File: src/rtl/dial_pkg.sv
// Shared widths and types for the dial digit capture block.
package dial_pkg;
    localparam int DIGIT_W = 4;
    typedef logic [DIGIT_W-1:0] digit_t;
endpackage

File: src/rtl/loop_conditioner.sv
// Synchronises the asynchronous loop level and accepts a new level only
// after it has been stable for DEBOUNCE_CYC cycles.
// Assumes: DEBOUNCE_CYC >= 2, SYNC_STAGES >= 2; reset level is make (0).
module loop_conditioner #(
    parameter int SYNC_STAGES  = 2,
    parameter int DEBOUNCE_CYC = 50000
) (
    input  logic clk,
    input  logic rst_n,
    input  logic loop_in,
    output logic loop_sync,
    output logic loop_clean
);
    localparam int CW = $clog2(DEBOUNCE_CYC + 1);

    logic [SYNC_STAGES-1:0] sync_q;
    logic [CW-1:0]          stable_cnt;

    // Synchroniser chain.
    always_ff @(posedge clk) begin
        if (!rst_n) sync_q <= '0;
        else        sync_q <= {sync_q[SYNC_STAGES-2:0], loop_in};
    end

    assign loop_sync = sync_q[SYNC_STAGES-1];

    // Filter: adopt the synchronised level once it has differed long enough.
    always_ff @(posedge clk) begin
        if (!rst_n) begin
            loop_clean <= 1'b0;
            stable_cnt <= '0;
        end else if (loop_sync == loop_clean) begin
            stable_cnt <= '0;
        end else if (stable_cnt == CW'(DEBOUNCE_CYC - 1)) begin
            loop_clean <= loop_sync;
            stable_cnt <= '0;
        end else begin
            stable_cnt <= stable_cnt + 1'b1;
        end
    end
endmodule

File: src/rtl/pulse_train_counter.sv
// Counts make-to-break edges of the filtered loop level. The gap timer
// restarts on each edge. Its expiry in make completes the digit, and its
// expiry in break drops it. A break lasting MAX_BREAK_CYC cycles also
// drops the train.
// Assumes: GAP_CYC and MAX_BREAK_CYC >= 2.
module pulse_train_counter
    import dial_pkg::*;
#(
    parameter int GAP_CYC       = 2000000,
    parameter int MAX_BREAK_CYC = 1000000
) (
    input  logic   clk,
    input  logic   rst_n,
    input  logic   loop_clean,
    output logic   dial_done,
    output digit_t dial_count
);
    localparam int GW = $clog2(GAP_CYC + 1);
    localparam int BW = $clog2(MAX_BREAK_CYC + 1);

    logic          clean_d;
    logic          in_train;
    logic [GW-1:0] gap_cnt;
    logic [BW-1:0] brk_cnt;
    logic          brk_edge;

    assign brk_edge = loop_clean & ~clean_d;

    // Break-length timer, saturating at its limit.
    always_ff @(posedge clk) begin
        if (!rst_n)                                brk_cnt <= '0;
        else if (!loop_clean)                      brk_cnt <= '0;
        else if (brk_cnt != BW'(MAX_BREAK_CYC - 1)) brk_cnt <= brk_cnt + 1'b1;
    end

    // Train state, pulse count and gap timer.
    always_ff @(posedge clk) begin
        if (!rst_n) begin
            clean_d    <= 1'b0;
            in_train   <= 1'b0;
            gap_cnt    <= '0;
            dial_count <= '0;
            dial_done  <= 1'b0;
        end else begin
            clean_d   <= loop_clean;
            dial_done <= 1'b0;
            if (brk_edge) begin
                dial_count <= in_train ? dial_count + 1'b1 : digit_t'(1);
                in_train   <= 1'b1;
                gap_cnt    <= '0;
            end else if (in_train) begin
                if (loop_clean && brk_cnt == BW'(MAX_BREAK_CYC - 1)) begin
                    in_train <= 1'b0;
                end else if (gap_cnt == GW'(GAP_CYC - 1)) begin
                    in_train  <= 1'b0;
                    dial_done <= ~loop_clean;
                end else begin
                    gap_cnt <= gap_cnt + 1'b1;
                end
            end
        end
    end
endmodule

File: src/rtl/digit_register.sv
// Holds the current digit. It loads from the dial counter on completion,
// or from the tone code on a rising edge of the tone valid strobe; the
// dial source wins on a tie. Pulses new_digit on each load.
module digit_register
    import dial_pkg::*;
(
    input  logic   clk,
    input  logic   rst_n,
    input  logic   dial_done,
    input  digit_t dial_count,
    input  logic   tone_valid,
    input  digit_t tone_code,
    output digit_t digit_out,
    output logic   new_digit
);
    logic tone_d;
    logic tone_rise;

    assign tone_rise = tone_valid & ~tone_d;

    // Edge detector and output register.
    always_ff @(posedge clk) begin
        if (!rst_n) begin
            tone_d    <= 1'b0;
            digit_out <= '0;
            new_digit <= 1'b0;
        end else begin
            tone_d    <= tone_valid;
            new_digit <= dial_done | tone_rise;
            if (dial_done)      digit_out <= dial_count;
            else if (tone_rise) digit_out <= tone_code;
        end
    end
endmodule

File: src/rtl/dial_digit_capture.sv
// Top level: loop conditioning, dial pulse counting and the shared digit
// register fed by the dial counter or by an external tone decoder.
// Assumes: MAX_BREAK_CYC < GAP_CYC, and longer than any legal dial break.
module dial_digit_capture
    import dial_pkg::*;
#(
    parameter int SYNC_STAGES   = 2,
    parameter int DEBOUNCE_CYC  = 50000,
    parameter int GAP_CYC       = 2000000,
    parameter int MAX_BREAK_CYC = 1000000
) (
    input  logic         clk,
    input  logic         rst_n,
    input  logic         loop_in,
    input  logic         tone_valid,
    input  logic [3:0]   tone_code,
    output logic [3:0]   digit_out,
    output logic         new_digit
);
    logic   loop_sync;
    logic   loop_clean;
    logic   dial_done;
    digit_t dial_count;

    loop_conditioner #(
        .SYNC_STAGES (SYNC_STAGES),
        .DEBOUNCE_CYC(DEBOUNCE_CYC)
    ) u_cond (
        .clk       (clk),
        .rst_n     (rst_n),
        .loop_in   (loop_in),
        .loop_sync (loop_sync),
        .loop_clean(loop_clean)
    );

    pulse_train_counter #(
        .GAP_CYC      (GAP_CYC),
        .MAX_BREAK_CYC(MAX_BREAK_CYC)
    ) u_cnt (
        .clk       (clk),
        .rst_n     (rst_n),
        .loop_clean(loop_clean),
        .dial_done (dial_done),
        .dial_count(dial_count)
    );

    digit_register u_reg (
        .clk       (clk),
        .rst_n     (rst_n),
        .dial_done (dial_done),
        .dial_count(dial_count),
        .tone_valid(tone_valid),
        .tone_code (tone_code),
        .digit_out (digit_out),
        .new_digit (new_digit)
    );
endmodule

File: config.mk
export PLATFORM = sky130hd
export DESIGN_NAME = dial_digit_capture
export DESIGN_NICKNAME = d
export VERILOG_FILES = /design/src/rtl/dial_pkg.sv /design/src/rtl/loop_conditioner.sv /design/src/rtl/pulse_train_counter.sv /design/src/rtl/digit_register.sv /design/src/rtl/dial_digit_capture.sv
export SDC_FILE = /design/constraint.sdc
export NUM_CORES = 1
export LEC_CHECK = 0
export ABC_AREA = 1
export BUFFER_PORTS_ARGS = -buffer_cell sky130_fd_sc_hd__buf_2
export CAP_MARGIN = 20
export CELL_PAD_IN_SITES_DETAIL_PLACEMENT = 1
export CELL_PAD_IN_SITES_GLOBAL_PLACEMENT = 1
export CORE_ASPECT_RATIO = 0.75
export CORE_MARGIN = 2
export CORE_UTILIZATION = 33
export DETAILED_ROUTE_END_ITERATION = 8
export MAX_ROUTING_LAYER = met4
export PLACE_DENSITY_LB_ADDON = 0.05
export SYNTH_ARGS = -nofsm -noshare
export SYNTH_HDL_FRONTEND = slang
export SYNTH_HIERARCHICAL = 1
export SYNTH_SLANG_ARGS = --single-unit
File: constraint.sdc
create_clock -name clk -period 2.6 [get_ports clk]
set_clock_uncertainty 0.1 [all_clocks]
set_input_delay 0.52 -clock clk [delete_from_list [all_inputs] [get_ports clk]]
set_output_delay 0.52 -clock clk [all_outputs]
set_load 0.005 [all_outputs]
==> impl_metrics.tcl, run 1 <==
set metrics [dict create \
    clk_pin_slew_ps 60 \
    grt_pass1_vias 3886 \
    synth_largest_type_area_fraction_pct 37.06 \
    finalSetupViolations 0 \
    average_instance_area_after_synthesis_um2 6.639 \
    fp.dieArea_um2 12850 \
    ctsHtreeMaxLevel 3 \
    pre_cts_ws_ps 478.6 \
    max_slew.worst_pin.slew_ps 558.9 \
    total_power_mw 2.550 \
    cap_violations 0 \
    cp_cell_sequence "ha_1 > nand3_2 > nor2_4 > nand3_2 > nand3_2 > nand2_1 > a21oi_1" \
    fin_setup_tns_ps 0 \
    clk_latency_ps 340 \
    detail_route.wirelength_um 10690 \
    timing_max_transition_violations_final 0 \
    clock_sinks 73 \
    synth_top_cells_by_area "sky130_fd_sc_hd__dfxtp_1 37%, sky130_fd_sc_hd__nand2_1 13%, sky130_fd_sc_hd__inv_1 8.1%, sky130_fd_sc_hd__nor2_1 8.0%, sky130_fd_sc_hd__nand3_1 6.5%" \
    cts.repair.resized 0 \
    worst_rel_slew_slack_pct 62.69 \
    cts_hold_repair.buffers 0 \
    async_reset_ff_share_pct 0 \
    number_of_antenna_violations_at_the_first_check_in_global_routing 0 \
    worst-path-buf-inv 0 \
    yosys_register_bits 73 \
    finalHoldViolations 0 \
    cp_top_family "simple AND/OR/NAND/NOR gates" \
    groute.usage.overall_pct 18.93 \
    rsz_0062_raised_after_global_routing "false" \
    synth_nets 606 \
    rows 34 \
    static-leakage-power_nw 1.687 \
    crit_path_start_kind "register" \
    cp-end-kind "register" \
    achievable-frequency_mhz 463.8 \
    dieHeight_um 98.68 \
    post_synth_num_cell_types 36 \
    synth_edf_count 0 \
    grt_max_degree 26 \
    numCtsBuffers 9 \
    crit_type "register to register" \
    synth_top_area_cell "sky130_fd_sc_hd__dfxtp_1" \
    groute.layer.met3.usage_pct 3.963 \
    worst_path_largest_cell_delay_ps 470 \
    layout-drive-gt1-share_pct 10.39 \
    cts_tree "done" \
    route.detailed.wl_per_inst_um 13.74 \
    post_synth_instance_area_um2 3944 \
    globalRouteOverflowTotal 0 \
    synthesis.yosys.warnings 6 \
    antenna_diode_instance_count 0 \
    final_min_period_over_clock_period_pct 82.92 \
    timing.final.ws_setup_ps 444.0 \
    synthesis.instances 594 \
    drc_marker_count_from_the_first_detailed_route_iteration 190 \
    drt.antenna.violating_nets 0 \
    vias 3727 \
    routabilityCongestion 0.8452 \
    layout-area-overhead-vs-synth_pct 13.48 \
    synth-main-ff-cell "sky130_fd_sc_hd__dfxtp_1" \
    nets 623 \
    buffer_count_from_post_cts_setup_fixing 0 \
    worstPathMaxFanout 25 \
    start_util_pct 33.96 \
    critical_path_required_ps 2770 \
    final_core_util_pct 38.54 \
    floorplan.die.width_um 130.2 \
    peakVddDrop_mv 0.3233 \
    drt_first_pass_iters 4 \
    wire_length_of_the_first_global_routing_pass_um 18720 \
    min_path_type "input port to register" \
    finalCriticalPeriod_ps 2156 \
    post_drt_via_cell_ratio 4.790 \
    root_buffer "sky130_fd_sc_hd__clkbuf_16" \
    io_pins 13 \
    cpMaxStageDelayCell "sky130_fd_sc_hd__nand3_2" \
    dpl.hpwl_um 7919 \
    status "complete, no violations" \
    grt.met1_usage_pct 26.13 \
    cts.path.max_buffers 2 \
    top_usage_layer "met2" \
    core-area_um2 11610 \
    cellPowerDensity_nw_per_um2 569.9 \
    port-buffer-count 12 \
    synth_sequential_area_ratio_pct 37.06 \
    drc 0 \
    grt.met2_usage_pct 28.19 \
    critical-path-top-cell-by-count "sky130_fd_sc_hd__nand3_2" \
    worstPathArrival_ps 2320 \
]
-- synthesized netlist by cell type (3+ instances only) --
cell type                 count
sky130_fd_sc_hd__o21ai_0     13
sky130_fd_sc_hd__nor3_1      12
sky130_fd_sc_hd__nand3_2      6
sky130_fd_sc_hd__nand2_1    141
sky130_fd_sc_hd__a21oi_2      3
sky130_fd_sc_hd__nand3_1     51
sky130_fd_sc_hd__nand4_1     29
sky130_fd_sc_hd__ha_1         4
sky130_fd_sc_hd__nor2_1      84
sky130_fd_sc_hd__dfxtp_1     73
sky130_fd_sc_hd__nor4_1       3
sky130_fd_sc_hd__a21oi_1     32
sky130_fd_sc_hd__xor2_1      10
sky130_fd_sc_hd__inv_1       85
sky130_fd_sc_hd__nor2_2      13
sky130_fd_sc_hd__nand2_2      3
sky130_fd_sc_hd__a31oi_1      3
sky130_fd_sc_hd__buf_2        3
-- final timing paths --
check / start / end / slack, ps / cells after the start
max: u_cnt/gap_cnt[0] / u_cnt/gap_cnt[6] / 440 / 7
min: loop_in / u_cond/sync_q[0] / 280 / 3
max reg2reg: u_cnt/gap_cnt[0] / u_cnt/gap_cnt[6] / 440 / 7
min reg2reg: u_cond/sync_q[0] / u_cond/sync_q[1] / 320 / 2
-- stage by stage --
| step | area, um2 | hold slack, ps | std cells |
|---|---|---|---|
| final | 4476 | 284.8 | 778 |
| after detailed placement | 4156 | 312.2 | 762 |
| after floorplan | 3944 | 290.0 | 594 |
| after CTS | 4476 | 272.2 | 778 |
| after global placement | 4156 | 308.9 | 762 |
| after global routing | 4476 | 293.5 | 778 |
-- cell type report --
class,count,area [um2]
flip-flops and latches,73,1461
well taps,162,202.7
multi-input cells,425,2083
fillers,1534,7138
clock buffers,10,229.0
clock inverters,6,90.09
repair buffers,15,82.58
inverters,87,326.6
-- sequential cells by signal, indices dropped and copies added (netlist names) --
signal	flops
u_cnt/clean_d	1
u_cond/sync_q	2
u_cond/loop_clean	1
u_cnt/gap_cnt	21
u_cond/stable_cnt	16
u_reg/digit_out	4
u_cnt/dial_count	4
u_reg/new_digit	1
u_cnt/in_train	1
u_cnt/dial_done	1
u_cnt/brk_cnt	20
u_reg/tone_d	1
-- worst min-delay path, cell delays in order --
cell	delay, ps
sky130_fd_sc_hd__buf_2	70
sky130_fd_sc_hd__nand2_1	50
sky130_fd_sc_hd__inv_1	50
-- placed cells by master, fill, tap and decap left out, types with 6 or more instances in the layout --
cell | netlist | final
sky130_fd_sc_hd__nand4_1 | 29 | 29
sky130_fd_sc_hd__nand3_2 | 6 | 6
sky130_fd_sc_hd__a21oi_1 | 32 | 32
sky130_fd_sc_hd__nand2_1 | 141 | 141
sky130_fd_sc_hd__buf_2 | 3 | 12
sky130_fd_sc_hd__nand3_1 | 51 | 51
sky130_fd_sc_hd__xor2_1 | 10 | 10
sky130_fd_sc_hd__o21ai_0 | 13 | 13
sky130_fd_sc_hd__nor3_1 | 12 | 12
sky130_fd_sc_hd__clkbuf_16 | 0 | 9
sky130_fd_sc_hd__nor2_1 | 84 | 84
sky130_fd_sc_hd__dfxtp_1 | 73 | 73
sky130_fd_sc_hd__nor2_2 | 13 | 13
sky130_fd_sc_hd__inv_1 | 85 | 85
-- metal layers --
| layer | up-vias | wire length (um) |
|---|---|---|
| met3 | 6 | 316 |
| li1 | 1944 | - |
| met2 | 36 | 4526 |
| met4 | 0 | 89 |
| met5 | - | 0 |
| met1 | 1741 | 5753 |
-- cells by family after synthesis --
group	after synthesis	share of synthesized area (%)
AND/OR/NAND/NOR	354	41.24
buffers and inverters	96	10.12
flip-flops	73	37.06
AO/OA/AOI/OAI	55	7.646
XOR/XNOR	12	2.665
adder cells (fa/ha/maj)	4	1.269
-- power breakdown --
part / internal, mW / switching, mW
registers: 1.13 / 0.00321
clock network: 0.845 / 0.524
logic: 0.0189 / 0.0333
(Power assumes the default switching activity.)
==> run 2: changes to the inputs <==
==> constraint.sdc (replaced) <==
create_clock -name clk -period 1.8 [get_ports clk]
set_clock_uncertainty 0.1 [all_clocks]
set_input_delay 0.36 -clock clk [delete_from_list [all_inputs] [get_ports clk]]
set_output_delay 0.36 -clock clk [all_outputs]
set_load 0.005 [all_outputs]
==> impl_metrics.tcl, run 2 (synthesized netlist as in run 1, its figures left out) <==
set metrics [dict create \
    power.share.switching_pct 20.75 \
    rows 34 \
    timing_max_transition_violations_final 0 \
    worstPathMaxFanout 6 \
    drc 0 \
    cp-endpoint "u_cnt/brk_cnt[16]" \
    peakVddDrop_mv 0.4837 \
    finalHoldViolations 0 \
    floorplan.die.width_um 130.2 \
    numCtsBuffers 9 \
    crit_start "u_cnt/brk_cnt[0]" \
    min_path_type "input port to register" \
    total_power_mw 3.727 \
    max_slew.worst_pin.slew_ps 470.2 \
    cpMaxStageDelayCell "sky130_fd_sc_hd__dfxtp_2" \
    critical-path-top-cell-by-count "sky130_fd_sc_hd__nand2_2" \
    drt_first_pass_iters 4 \
    worst_path_largest_cell_delay_ps 360 \
    nets 660 \
    wire_length_of_the_first_global_routing_pass_um 18610 \
    fp.dieArea_um2 12850 \
    start_util_pct 33.96 \
    grt_pass1_vias 3813 \
    power.sequential.fraction_pct 43.8 \
    cts.path.max_buffers 2 \
    final_core_util_pct 42.53 \
    dieHeight_um 98.68 \
    combPwrFrac_pct 2.1 \
    achievable-frequency_mhz 585.2 \
    cp.depth 9 \
    antenna_diode_instance_count 0 \
    cp_cell_sequence "ha_4 > nand3_2 > buf_4 > nor3_4 > nand2_2 > inv_2 > nand2_2 > or2_0 > a21oi_2" \
    finalCriticalPeriod_ps 1709 \
    core-area_um2 11610 \
    layout.cells.most_common "sky130_fd_sc_hd__nand2_1" \
    layout-area-overhead-vs-synth_pct 25.25 \
    drc_marker_count_from_the_first_detailed_route_iteration 143 \
    ctsHtreeMaxLevel 3 \
    largest-register "u_cnt/gap_cnt" \
    largest_reg_flops 21 \
    crit_path_start_kind "register" \
    clk_latency_ps 330 \
    grt_max_degree 19 \
    final.fill_count 1525 \
    commonest_cells_after_routing_fill_and_taps_aside "140 x sky130_fd_sc_hd__nand2_1, 85 x sky130_fd_sc_hd__inv_1, 79 x sky130_fd_sc_hd__nor2_1, 66 x sky130_fd_sc_hd__dfxtp_1, 48 x sky130_fd_sc_hd__nand3_1" \
    final_min_period_over_clock_period_pct 94.94 \
    clk_pin_slew_ps 60 \
    largestRegisters "u_cnt/gap_cnt (21), u_cnt/brk_cnt (20), u_cond/stable_cnt (16)" \
    critical_path_required_ps 1970 \
    static-leakage-power_nw 1.951 \
    worst_rel_slew_slack_pct 68.62 \
    cap_violations 0 \
    worstPathArrival_ps 1880 \
    detail_route.wirelength_um 11540 \
    net-switching-power_mw 0.7733 \
    port-buffer-count 12 \
    layout-drive-gt1-share_pct 18.53 \
    route.detailed.wl_per_inst_um 14.16 \
    groute.usage.overall_pct 18.87 \
    clock_sinks 73 \
    cellPowerDensity_nw_per_um2 754.5 \
    r2r-start "u_cnt/brk_cnt[0]" \
    cts_tree "done" \
    dpl.hpwl_um 8544 \
    number_of_antenna_violations_at_the_first_check_in_global_routing 0 \
    drt.antenna.violating_nets 0 \
    timing.reg2reg.worst_path_depth 9 \
    finalSetupViolations 0 \
    root_buffer "sky130_fd_sc_hd__clkbuf_16" \
    cp-end-kind "register" \
    crit_type "register to register" \
    status "complete, no violations" \
    vias 3921 \
    pwr-share-clk_pct 54.1 \
    cts_hold_repair.buffers 0 \
    cp_top_family "simple AND/OR/NAND/NOR gates" \
    globalRouteOverflowTotal 0 \
    post_drt_via_cell_ratio 4.811 \
    timing.reg2reg.setup_slack_ps 90 \
    r2r_end "u_cnt/brk_cnt[16]" \
    worst-path-buf-inv 2 \
    io_pins 13 \
    routabilityCongestion 0.8682 \
    cell_internal_pwr_mw 2.954 \
]
==> run 2: changes by cell type in the layout (fill, tap and decap cells not counted), sizes merged <==
| cell | delta |
|---|---|
| buf | +35 |
| clkinvlp | -1 |
| clkbuf | +3 |
==> run 2: worst min-delay path by stage <==
| stage | start | endpoint | slack (ps) | cells past startpoint |
|---|---|---|---|---|
| 2_1_floorplan | u_cond/sync_q[0] | u_cond/sync_q[1] | 290 | 2 |
| 3_3_place_gp | u_cond/sync_q[0] | u_cond/sync_q[1] | 310 | 2 |
| 3_5_place_dp | u_cond/sync_q[0] | u_cond/sync_q[1] | 310 | 2 |
| 4_1_cts | loop_in | u_cond/sync_q[0] | 130 | 3 |
| 5_1_grt | loop_in | u_cond/sync_q[0] | 150 | 3 |
| 6_report | loop_in | u_cond/sync_q[0] | 140 | 3 |
==> run 2: final cells by class <==
| type | instances | area, um2 | area share, % |
|---|---|---|---|
| Clock buffer | 11 | 252.7 | 5.117 |
| Clock inverter | 5 | 86.33 | 1.748 |
| Inverter | 87 | 326.6 | 6.611 |
| Multi-Input combinational cell | 425 | 2181 | 44.15 |
| Sequential cell | 73 | 1470 | 29.76 |
| Tap cell | 162 | 202.7 | 4.103 |
| Timing Repair Buffer | 52 | 420.4 | 8.511 |
==> run 2: timing repair <==
item	CTS	global route
setup buffers	0	4
setup endpoints to repair	5	24
pin swaps	0	3
resized for setup	1	27
gates cloned	0	2
==> run 2: worst register-to-register path: cells and delay by family (launching register included) <==
kind,cells,cell delay (ps)
AO/OA/AOI/OAI,1,110
flip-flops,1,360
AND/OR/NAND/NOR,5,680
buffers and inverters,2,250
adder cells (fa/ha/maj),1,150
==> run 2: layer usage <==
metal  track usage, %  up-vias  share of wire [%]
met5                -        -                  0
met4            4.549        0               0.68
met3            3.474        5                4.4
met2            26.34       55                 41
met1            27.96     1842                 54
li1                 -     2019                  -
==> run 2: through the flow <==
stage	cell area, um2	setup TNS (ps)	instances	worst slack, ps	hold slack [ps]
floorplan	3944	0	594	213.2	290.0
global placement	4414	0	793	56.75	312.9
detailed placement	4414	-20.41	793	-10.82	312.9
CTS	4761	0	809	8.059	130.0
global route	4940	-17.71	815	-8.678	147.4
finish	4940	0	815	91.17	136.5
==> run 2: power by group through the flow <==
stage,sequential (mW),clock [mW],combinational [mW]
global placement,1.67,0,0.0761
floorplan,1.67,0,0.0454
finish,1.63,2.02,0.0771
CTS,1.63,2.09,0.0788
detailed placement,1.67,0,0.0780
global route,1.63,2.15,0.0889
==> run 3: changes to the inputs <==
==> constraint.sdc (replaced) <==
create_clock -name clk -period 1.8 [get_ports clk]
set_clock_uncertainty 0.1 [all_clocks]
set_input_delay 0.09 -clock clk [delete_from_list [all_inputs] [get_ports clk]]
set_output_delay 0.09 -clock clk [all_outputs]
set_load 0.005 [all_outputs]
==> impl_metrics.tcl, run 3 (synthesized netlist as in run 1, its figures left out) <==
set metrics [dict create \
    status "complete, no violations" \
    dpl.hpwl_um 8573 \
    detail_route.wirelength_um 12120 \
    commonest_cells_after_routing_fill_and_taps_aside "139 x sky130_fd_sc_hd__nand2_1, 83 x sky130_fd_sc_hd__inv_1, 77 x sky130_fd_sc_hd__nor2_1, 67 x sky130_fd_sc_hd__dfxtp_1, 48 x sky130_fd_sc_hd__nand3_1" \
    largestRegisters "u_cnt/gap_cnt (21), u_cnt/brk_cnt (20), u_cond/stable_cnt (16)" \
    worstPathArrival_ps 1910 \
    design_area_um2 5041 \
    clk_pin_slew_ps 60 \
    routabilityCongestion 0.8734 \
    met3_wirelength_um 554 \
    cp_cell_sequence "ha_4 > nand3_4 > buf_6 > nor3_4 > nand2_2 > inv_2 > nand2_2 > or2_0 > a21oi_2" \
    critical_path_required_ps 1970 \
    vias 4014 \
    finalHoldViolations 0 \
    hold_slack_ps 322.7 \
    final_min_period_over_clock_period_pct 96.36 \
    numCtsBuffers 9 \
    achievable-frequency_mhz 576.5 \
    clock_sinks 73 \
    dr.max_layer_used "met4" \
    timing_max_transition_violations_final 0 \
    io_pins 13 \
    worst_path_largest_cell_delay_ps 360 \
    worst_rel_slew_slack_pct 73.37 \
    fp.dieArea_um2 12850 \
    place_area_um2 4364 \
    finalSetupViolations 0 \
    cellPowerDensity_nw_per_um2 705.1 \
    clk_latency_ps 340 \
    dieHeight_um 98.68 \
    drc 0 \
    ctsHtreeMaxLevel 3 \
    layout.cells.most_common "sky130_fd_sc_hd__nand2_1" \
    antenna_diode_instance_count 0 \
    cp-end-kind "register" \
    port-buffer-count 12 \
    grt_max_degree 20 \
    cpMaxStageDelayCell "sky130_fd_sc_hd__dfxtp_4" \
    final_core_util_pct 43.41 \
    drt.antenna.violating_nets 0 \
    static-leakage-power_nw 1.944 \
    layout-area-overhead-vs-synth_pct 27.82 \
    route.layer.met1.wl_um 6233 \
    rows 34 \
    peakVddDrop_mv 0.4474 \
    drt_first_pass_iters 4 \
    number_of_antenna_violations_at_the_first_check_in_global_routing 0 \
    route.detailed.wl_per_inst_um 14.67 \
    cts_tree "done" \
    root_buffer "sky130_fd_sc_hd__clkbuf_16" \
    finalCriticalPeriod_ps 1734 \
    globalRouteOverflowTotal 0 \
    layout-drive-gt1-share_pct 19.43 \
    total_power_mw 3.555 \
    met2_wirelength_um 5172 \
    min_path_type "register to register" \
    groute.usage.overall_pct 20.42 \
    crit_type "register to register" \
    drc_marker_count_from_the_first_detailed_route_iteration 154 \
    worstPathMaxFanout 6 \
    rsz_0062_raised_after_global_routing "true" \
    largest-register "u_cnt/gap_cnt" \
    core-area_um2 11610 \
    nets 671 \
    crit_path_start_kind "register" \
    critical-path-top-cell-by-count "sky130_fd_sc_hd__nand2_2" \
    start_util_pct 33.96 \
    largest_reg_flops 21 \
    max_slew.worst_pin.slew_ps 399.5 \
    floorplan.die.width_um 130.2 \
    wire_length_of_the_first_global_routing_pass_um 20180 \
    cap_violations 0 \
    post_drt_via_cell_ratio 4.860 \
    grt_pass1_vias 4135 \
    cts.path.max_buffers 2 \
]
[run 3: path summary, 6_finish.rpt]
path                         start           endpoint  slack, ps  depth (start not counted)
hold reg to reg   u_cond/sync_q[0]   u_cond/sync_q[1]        320                          2
setup reg to reg  u_cnt/brk_cnt[1]  u_cnt/brk_cnt[16]         70                          9
hold / removal    u_cond/sync_q[0]   u_cond/sync_q[1]        320                          2
setup / recovery  u_cnt/brk_cnt[1]  u_cnt/brk_cnt[16]         70                          9
[run 3: critical path, delay by kind of cell, from the launching register on]
| family | cells | cell delay (ps) |
|---|---|---|
| compound gates | 1 | 120 |
| fa+ha+maj | 1 | 150 |
| buf+inv | 2 | 240 |
| flops | 1 | 360 |
| simple gates | 5 | 700 |
[run 3: layer usage]
metal | global-route usage [%] | vias to the layer above
li1 | - | 2043
met1 | 28.01 | 1876
met2 | 30.81 | 80
met3 | 4.289 | 15
met4 | 4.963 | 0
met5 | - | -
[run 3: layout make-up]
type	count	area [um2]
Fill cell	1503	6573
Multi-Input combinational cell	428	2272
Timing Repair Buffer	60	460.4
Tap cell	162	202.7
Inverter	87	326.6
Clock buffer	9	225.2
Clock inverter	7	77.57
Sequential cell	73	1476
[run 3: power by group]
part	switching, mW	internal (mW)	leakage (nW)	total [mW]
sequential	0.00459	1.62	0.594	1.63
clock	0.751	1.09	0.146	1.84
combinational	0.0527	0.0387	1.20	0.0914
total	0.808	2.75	1.94	3.55
[run 3: what timing repair did]
item / in CTS / in global routing
pin swaps: 1 / 8
gates resized for setup: 7 / 38
buffers inserted: 0 / 11
hold endpoints to repair: 8 / 0
endpoints found under the setup margin: 18 / 35
gates cloned: 1 / 2
hold buffers: 8 / 0
[run 3: through the flow]
step / TNS [ps] / worst slack [ps] / std cells
floorplan: 0 / 213.2 / 594
global placement: 0 / 36.06 / 788
detailed placement: -371.8 / -54.11 / 788
CTS: -31.77 / -29.86 / 813
global route: -22.07 / -11.11 / 826
finish: 0 / 65.54 / 826
